--- src/rtl/bws_pkg.sv ---
package bws_pkg;
   localparam int unsigned NUM_AREAS = 8;
   localparam int unsigned AREA_W    = 3;

   typedef enum logic [2:0] {
      CL_ONCHIP    = 3'd0,
      CL_EXT_PLAIN = 3'd1,
      CL_EXT_LONG  = 3'd2,
      CL_DRAM      = 3'd3,
      CL_MUXIO     = 3'd4,
      CL_PERIPH    = 3'd5
   } area_cls_e;
endpackage

--- src/rtl/bws_area_map.sv ---
module bws_area_map
   import bws_pkg::*;
(
   input  logic [AREA_W-1:0]    area_i,
   input  logic [NUM_AREAS-1:0] ext_sel_i,
   output area_cls_e            cls_o
);
   area_cls_e tab [NUM_AREAS];

   for (genvar g = 0; g < NUM_AREAS; g++) begin : g_area
      localparam area_cls_e EXT_C = (g == 0 || g == 2 || g == 6) ? CL_EXT_LONG : CL_EXT_PLAIN;
      localparam area_cls_e INT_C = (g == 1) ? CL_DRAM :
                                    (g == 5) ? CL_PERIPH :
                                    (g == 6) ? CL_MUXIO : CL_ONCHIP;
      if (g >= 2 && g <= 4) begin : g_fixed
         assign tab[g] = EXT_C;
      end else begin : g_sel
         assign tab[g] = ext_sel_i[g] ? EXT_C : INT_C;
      end
   end

   assign cls_o = tab[area_i];
endmodule

--- src/rtl/bws_timing_dec.sv ---
module bws_timing_dec
   import bws_pkg::*;
#(
   parameter int unsigned LW_W  = 2,
   parameter int unsigned CNT_W = 6
) (
   input  area_cls_e          cls_i,
   input  logic [AREA_W-1:0]  area_i,
   input  logic               wr_i,
   input  logic               rd_wait_i,
   input  logic               wr_mode_i,
   input  logic [LW_W-1:0]    long_wait_i,
   input  logic               long_pitch_i,
   output logic [CNT_W-1:0]   len_o,
   output logic               hon_o,
   output logic               err_o
);
   localparam logic [CNT_W-1:0] ONE   = CNT_W'(1);
   localparam logic [CNT_W-1:0] TWO   = CNT_W'(2);
   localparam logic [CNT_W-1:0] THREE = CNT_W'(3);
   localparam logic [CNT_W-1:0] FOUR  = CNT_W'(4);

   always_comb begin
      len_o = ONE;
      hon_o = 1'b0;
      err_o = 1'b0;
      unique case (cls_i)
         CL_EXT_PLAIN: begin
            if (wr_i) begin
               if (area_i == AREA_W'(1) && !wr_mode_i) begin
                  err_o = 1'b1;
               end else begin
                  len_o = TWO;
                  hon_o = 1'b1;
               end
            end else if (rd_wait_i) begin
               len_o = TWO;
               hon_o = 1'b1;
            end
         end
         CL_EXT_LONG: begin
            len_o = TWO + CNT_W'(long_wait_i);
            hon_o = wr_i | rd_wait_i;
         end
         CL_DRAM: begin
            if (long_pitch_i) begin
               len_o = TWO;
               hon_o = 1'b1;
            end
         end
         CL_MUXIO: begin
            len_o = FOUR;
            hon_o = 1'b1;
         end
         CL_PERIPH: len_o = THREE;
         default: ;
      endcase
   end
endmodule

--- src/rtl/bws_seq.sv ---
module bws_seq #(
   parameter int unsigned CNT_W = 6
) (
   input  logic             clk_i,
   input  logic             rst_i,
   input  logic             req_i,
   input  logic [CNT_W-1:0] len_d_i,
   input  logic             hon_d_i,
   input  logic             err_d_i,
   input  logic             wait_n_i,
   output logic             busy_o,
   output logic [CNT_W-1:0] cnt_o,
   output logic             done_o,
   output logic             err_o,
   output logic [CNT_W-1:0] len_q_o,
   output logic             hon_q_o
);
   localparam logic [CNT_W-1:0] CNT_MAX = '1;

   logic             busy_q, hon_q, err_q;
   logic [CNT_W-1:0] cnt_q, len_q;
   logic             reached, done;

   assign reached = cnt_q >= len_q;
   assign done    = busy_q && reached && (!hon_q || wait_n_i);

   always_ff @(posedge clk_i) begin
      if (rst_i) begin
         busy_q <= 1'b0;
         cnt_q  <= '0;
         len_q  <= CNT_W'(1);
         hon_q  <= 1'b0;
         err_q  <= 1'b0;
      end else if (!busy_q) begin
         if (req_i) begin
            busy_q <= 1'b1;
            cnt_q  <= CNT_W'(1);
            len_q  <= len_d_i;
            hon_q  <= hon_d_i;
            err_q  <= err_d_i;
         end
      end else if (done) begin
         busy_q <= 1'b0;
         cnt_q  <= '0;
         err_q  <= 1'b0;
      end else if (cnt_q != CNT_MAX) begin
         cnt_q <= cnt_q + CNT_W'(1);
      end
   end

   assign busy_o  = busy_q;
   assign cnt_o   = cnt_q;
   assign done_o  = done;
   assign err_o   = done && err_q;
   assign len_q_o = len_q;
   assign hon_q_o = hon_q;
endmodule

--- src/rtl/bus_wait_seq.sv ---
module bus_wait_seq
   import bws_pkg::*;
#(
   parameter int unsigned LW_W  = 2,
   parameter int unsigned CNT_W = 6
) (
   input  logic                 clk_i,
   input  logic                 rst_i,
   input  logic                 req_i,
   input  logic [AREA_W-1:0]    area_i,
   input  logic                 wr_i,
   input  logic [NUM_AREAS-1:0] ext_sel_i,
   input  logic [NUM_AREAS-1:0] rd_wait_en_i,
   input  logic                 wr_wait_mode_i,
   input  logic [LW_W-1:0]      long_wait_i,
   input  logic                 dram_long_pitch_i,
   input  logic                 wait_n_i,
   output logic                 busy_o,
   output logic [CNT_W-1:0]     state_cnt_o,
   output logic                 done_o,
   output logic                 cfg_err_o
);
   localparam int unsigned MAX_NOMINAL = (1 << LW_W) + 1;

   if (LW_W < 1) begin : g_bad_lw
      $error("bus_wait_seq: LW_W must be at least 1");
   end
   if ((1 << CNT_W) <= MAX_NOMINAL + 1) begin : g_bad_cnt
      $error("bus_wait_seq: CNT_W too small for the longest nominal cycle");
   end

   area_cls_e        cls;
   logic [CNT_W-1:0] len_d, seq_len;
   logic             hon_d, err_d, seq_hon;

   bws_area_map map_i (
      .area_i    (area_i),
      .ext_sel_i (ext_sel_i),
      .cls_o     (cls)
   );

   bws_timing_dec #(.LW_W(LW_W), .CNT_W(CNT_W)) dec_i (
      .cls_i        (cls),
      .area_i       (area_i),
      .wr_i         (wr_i),
      .rd_wait_i    (rd_wait_en_i[area_i]),
      .wr_mode_i    (wr_wait_mode_i),
      .long_wait_i  (long_wait_i),
      .long_pitch_i (dram_long_pitch_i),
      .len_o        (len_d),
      .hon_o        (hon_d),
      .err_o        (err_d)
   );

   bws_seq #(.CNT_W(CNT_W)) seq_i (
      .clk_i    (clk_i),
      .rst_i    (rst_i),
      .req_i    (req_i),
      .len_d_i  (len_d),
      .hon_d_i  (hon_d),
      .err_d_i  (err_d),
      .wait_n_i (wait_n_i),
      .busy_o   (busy_o),
      .cnt_o    (state_cnt_o),
      .done_o   (done_o),
      .err_o    (cfg_err_o),
      .len_q_o  (seq_len),
      .hon_q_o  (seq_hon)
   );
endmodule

--- config.mk ---
export PLATFORM = sky130hd
export DESIGN_NAME = bus_wait_seq
export DESIGN_NICKNAME = d
export VERILOG_FILES = /design/src/rtl/bws_pkg.sv /design/src/rtl/bws_area_map.sv /design/src/rtl/bws_timing_dec.sv /design/src/rtl/bws_seq.sv /design/src/rtl/bus_wait_seq.sv
export SDC_FILE = /design/constraint.sdc
export NUM_CORES = 1
export LEC_CHECK = 0
export BUFFER_PORTS_ARGS = -buffer_cell sky130_fd_sc_hd__buf_2
export CORE_AREA = 5 5 55 57
export DETAILED_ROUTE_END_ITERATION = 10
export DIE_AREA = 0 0 60 62
export PLACE_DENSITY = 0.79
export SYNTH_ARGS = -nofsm -noshare
export SYNTH_HDL_FRONTEND = slang
export SYNTH_SLANG_ARGS = --single-unit
--- constraint.sdc ---
create_clock -name clk_i -period 1.6 [get_ports clk_i]
set_input_delay 0.16 -clock clk_i [delete_from_list [all_inputs] [get_ports clk_i]]
set_output_delay 0.16 -clock clk_i [all_outputs]
set_load 0.05 [all_outputs]
==> results.sh <==
export IMPL_outcome="complete, but fails checks"
export IMPL_violations="negative setup slack"
export IMPL_slowest_delay_ns=0.38
export IMPL_worst_pin_slew_ns=0.458
export IMPL_hold_class="in -> reg"
export IMPL_fp_dieH_um=62
export IMPL_wire_per_inst_um=16.8
export IMPL_fin_util_pct=68.5
export IMPL_dieArea_um2=3720
export IMPL_post_route_period_util_pct=125
export IMPL_netlist_instances=122
export IMPL_cpMaxStageDelayCell="o311ai_0"
export IMPL_dr_total_vias=1296
export IMPL_hpwl_mm=2.47
export IMPL_cts_htree_levels=1
export IMPL_path_clk_slew_ns=0.08
export IMPL_tns_ns=-2.77
export IMPL_hold_ws_ns=0.256
export IMPL_rsz0062_at_grt="yes"
export IMPL_startpoint="seq_i.cnt_o[0]"
export IMPL_synth_edf_count=0
export IMPL_p_leak_uw=0.000726
export IMPL_fin_nets=222
export IMPL_drive_gt1_share_pct=52.9
export IMPL_layout_setup_ws_ns=-0.396
export IMPL_netlist_area_um2=1030
export IMPL_grt_max_degree=12
export IMPL_die_w_um=60
export IMPL_worstPathArrival_ns=2.15
export IMPL_synthesis_nets=154
export IMPL_grt_pass1_wl_mm=5.54
export IMPL_drc=0
export IMPL_setup_viol=10
export IMPL_port_buffers=33
export IMPL_r2r_start="seq_i.cnt_o[0]"
export IMPL_cts_buffer_depth=2
export IMPL_ios=37
export IMPL_first_iter_violations=114
export IMPL_cap_viol_max_count=0
export IMPL_ys_ff_latch=12
export IMPL_min_from="long_wait_i[1]"
export IMPL_synthArstFlopShare_pct=0
export IMPL_ys_seq_area_share_pct=23.4
export IMPL_areaGrowthSynthToFinish_pct=62.0
export IMPL_p_per_area_nw_per_um2=693
export IMPL_clk_latency_ns=0.27
export IMPL_antenna_found_initial=0
export IMPL_yosysWarnings=0
export IMPL_cts_root_buf="clkbuf_4"
export IMPL_required_ns=1.75
export IMPL_tritoncts="yes"
export IMPL_post_place_ws_ns=-0.197
export IMPL_slew_violations=0
export IMPL_avgSynthCellArea_um2=8.43
export IMPL_worstPathCellList="inv_4 > ha_4 > nand2b_1 > a21o_1 > a21oi_4 > buf_4 > buf_4 > buf_6 > o311ai_0 > mux2i_1"
export IMPL_fmax_mhz=501
export IMPL_core_area_um2=2430
export IMPL_cp_end_kind="flip-flop"
export IMPL_grt_use_total_pct=19.4
export IMPL_fin_crit_ns=2.00
export IMPL_num_rows=18
export IMPL_p_total_uw=1150
export IMPL_initial_utilization_pct=42.3
export IMPL_dr_pass1_iters=8
export IMPL_gr_total_overflow=0
export IMPL_startpoint_type="flip-flop"
export IMPL_grt_pass1_vias=1247
export IMPL_via_per_inst=5.92
export IMPL_rrSetupSlack_ns=-0.40
export IMPL_place_congestion=0.930
export IMPL_yosysUniqueCellTypes=50
export IMPL_criticalPathCategory="reg -> reg"
export IMPL_slew_headroom_pct=69.4
export IMPL_crit_top_cell="buf_4"
export IMPL_drt_antenna_violating_nets=0
export IMPL_fin_skew_ns=0.000967
export IMPL_clock_sinks=12
export IMPL_vdd_ir_drop_max_v=0.000524
export IMPL_postRouteWirelength_mm=3.67
export IMPL_finalHoldViolCount=0
export IMPL_n_antenna_cell=0
export IMPL_path_buf_inv=4
export IMPL_cp_max_fo=7
export IMPL_cp_top_family="compound AO/OA/AOI/OAI gates"
export IMPL_cts_made_buffers=3
export IMPL_synth_flop_cell="dfxtp_1"
[layer usage]
metal	track usage [%]	wire, um
met5	0	0
met4	6.96	68
met3	3.72	231
met2	36.4	1970
met1	21.8	1400
[flip-flops by register name, indices dropped and copies added, names as in the netlist]
register and count:
seq_i.busy_o 1, seq_i.hon_q_o 1, seq_i.len_q_o 3, seq_i.cnt_o 6, seq_i.err_q 1
[power by group]
| part | leakage (uW) | switching [uW] | internal [uW] |
|---|---|---|---|
| Combinational | 0.000603 | 291 | 283 |
| Clock | 0.0000210 | 109 | 138 |
| Sequential | 0.000101 | 17.7 | 315 |
| Total | 0.000726 | 418 | 737 |
[stage by stage]
step	instance area (um^2)	cells
final	1670	219
after detailed placement	1440	207
after global placement	1440	207
after global routing	1670	219
after CTS	1570	214
after floorplan	1060	122
[synth_stat cells, drive strengths merged (3+ instances only)]
| library cell | count | area [um^2] |
|---|---|---|
| a211oi | 4 | 35.0 |
| a21o | 3 | 22.5 |
| a21oi | 3 | 18.8 |
| buf | 3 | 21.3 |
| dfxtp | 12 | 240 |
| ha | 4 | 50.1 |
| inv | 8 | 30.0 |
| mux2i | 4 | 40.0 |
| nand2 | 8 | 30.0 |
| nand2b | 5 | 31.3 |
| nand3 | 5 | 25.0 |
| nor2 | 5 | 18.8 |
| nor2b | 4 | 25.0 |
| nor3 | 5 | 25.0 |
| o21ai | 3 | 15.0 |
| o311ai | 4 | 35.0 |
[cells in the final DEF (no fill, tap or decap), drive strengths merged, types with 5 or more instances in the layout]
cell / count
nand2b: 5
nor3: 5
dfxtp: 12
inv: 8
buf: 68
nand3: 5
nand2: 8
nor2: 5
[kinds of logic (layout without fill, tap and decap cells)]
logic type,after synthesis,in the layout,synth area share [%]
DFF,12,12,23.4
adders and majority gates,4,4,4.87
buffers and inverters,13,80,5.72
AOI/OAI and AO/OA,37,37,29.0
muxes,6,6,8.64
and+or+nand+nor,48,48,26.8
xor gates and xnor gates,2,2,1.70
[tightest hold or removal path, stage by stage]
cell and delay [ns]:
buf_2 0.11, a21boi_1 0.11, o31a_1 0.12
[layout make-up]
class,instances,area [um^2]
Clock buffer,4,36.3
Fill cell,193,766
Inverter,8,32.5
Multi-Input combinational cell,97,838
Sequential cell,12,255
Tap cell,30,37.5
Timing Repair Buffer,68,467
[path summary, 6_finish.rpt]
| check | to | cells after the start |
|---|---|---|
| max | seq_i.cnt_o[3] | 10 |
| min | seq_i.len_q_o[1] | 3 |
| max reg2reg | seq_i.cnt_o[3] | 10 |
| min reg2reg | seq_i.hon_q_o | 2 |
[repair_timing]
item	in CTS	in global routing
pin swaps	5	8
setup endpoints to repair	9	10
hold buffers	0	0
buffers inserted	3	5
resized for setup	17	12
Power figures use the tool's default switching activity.
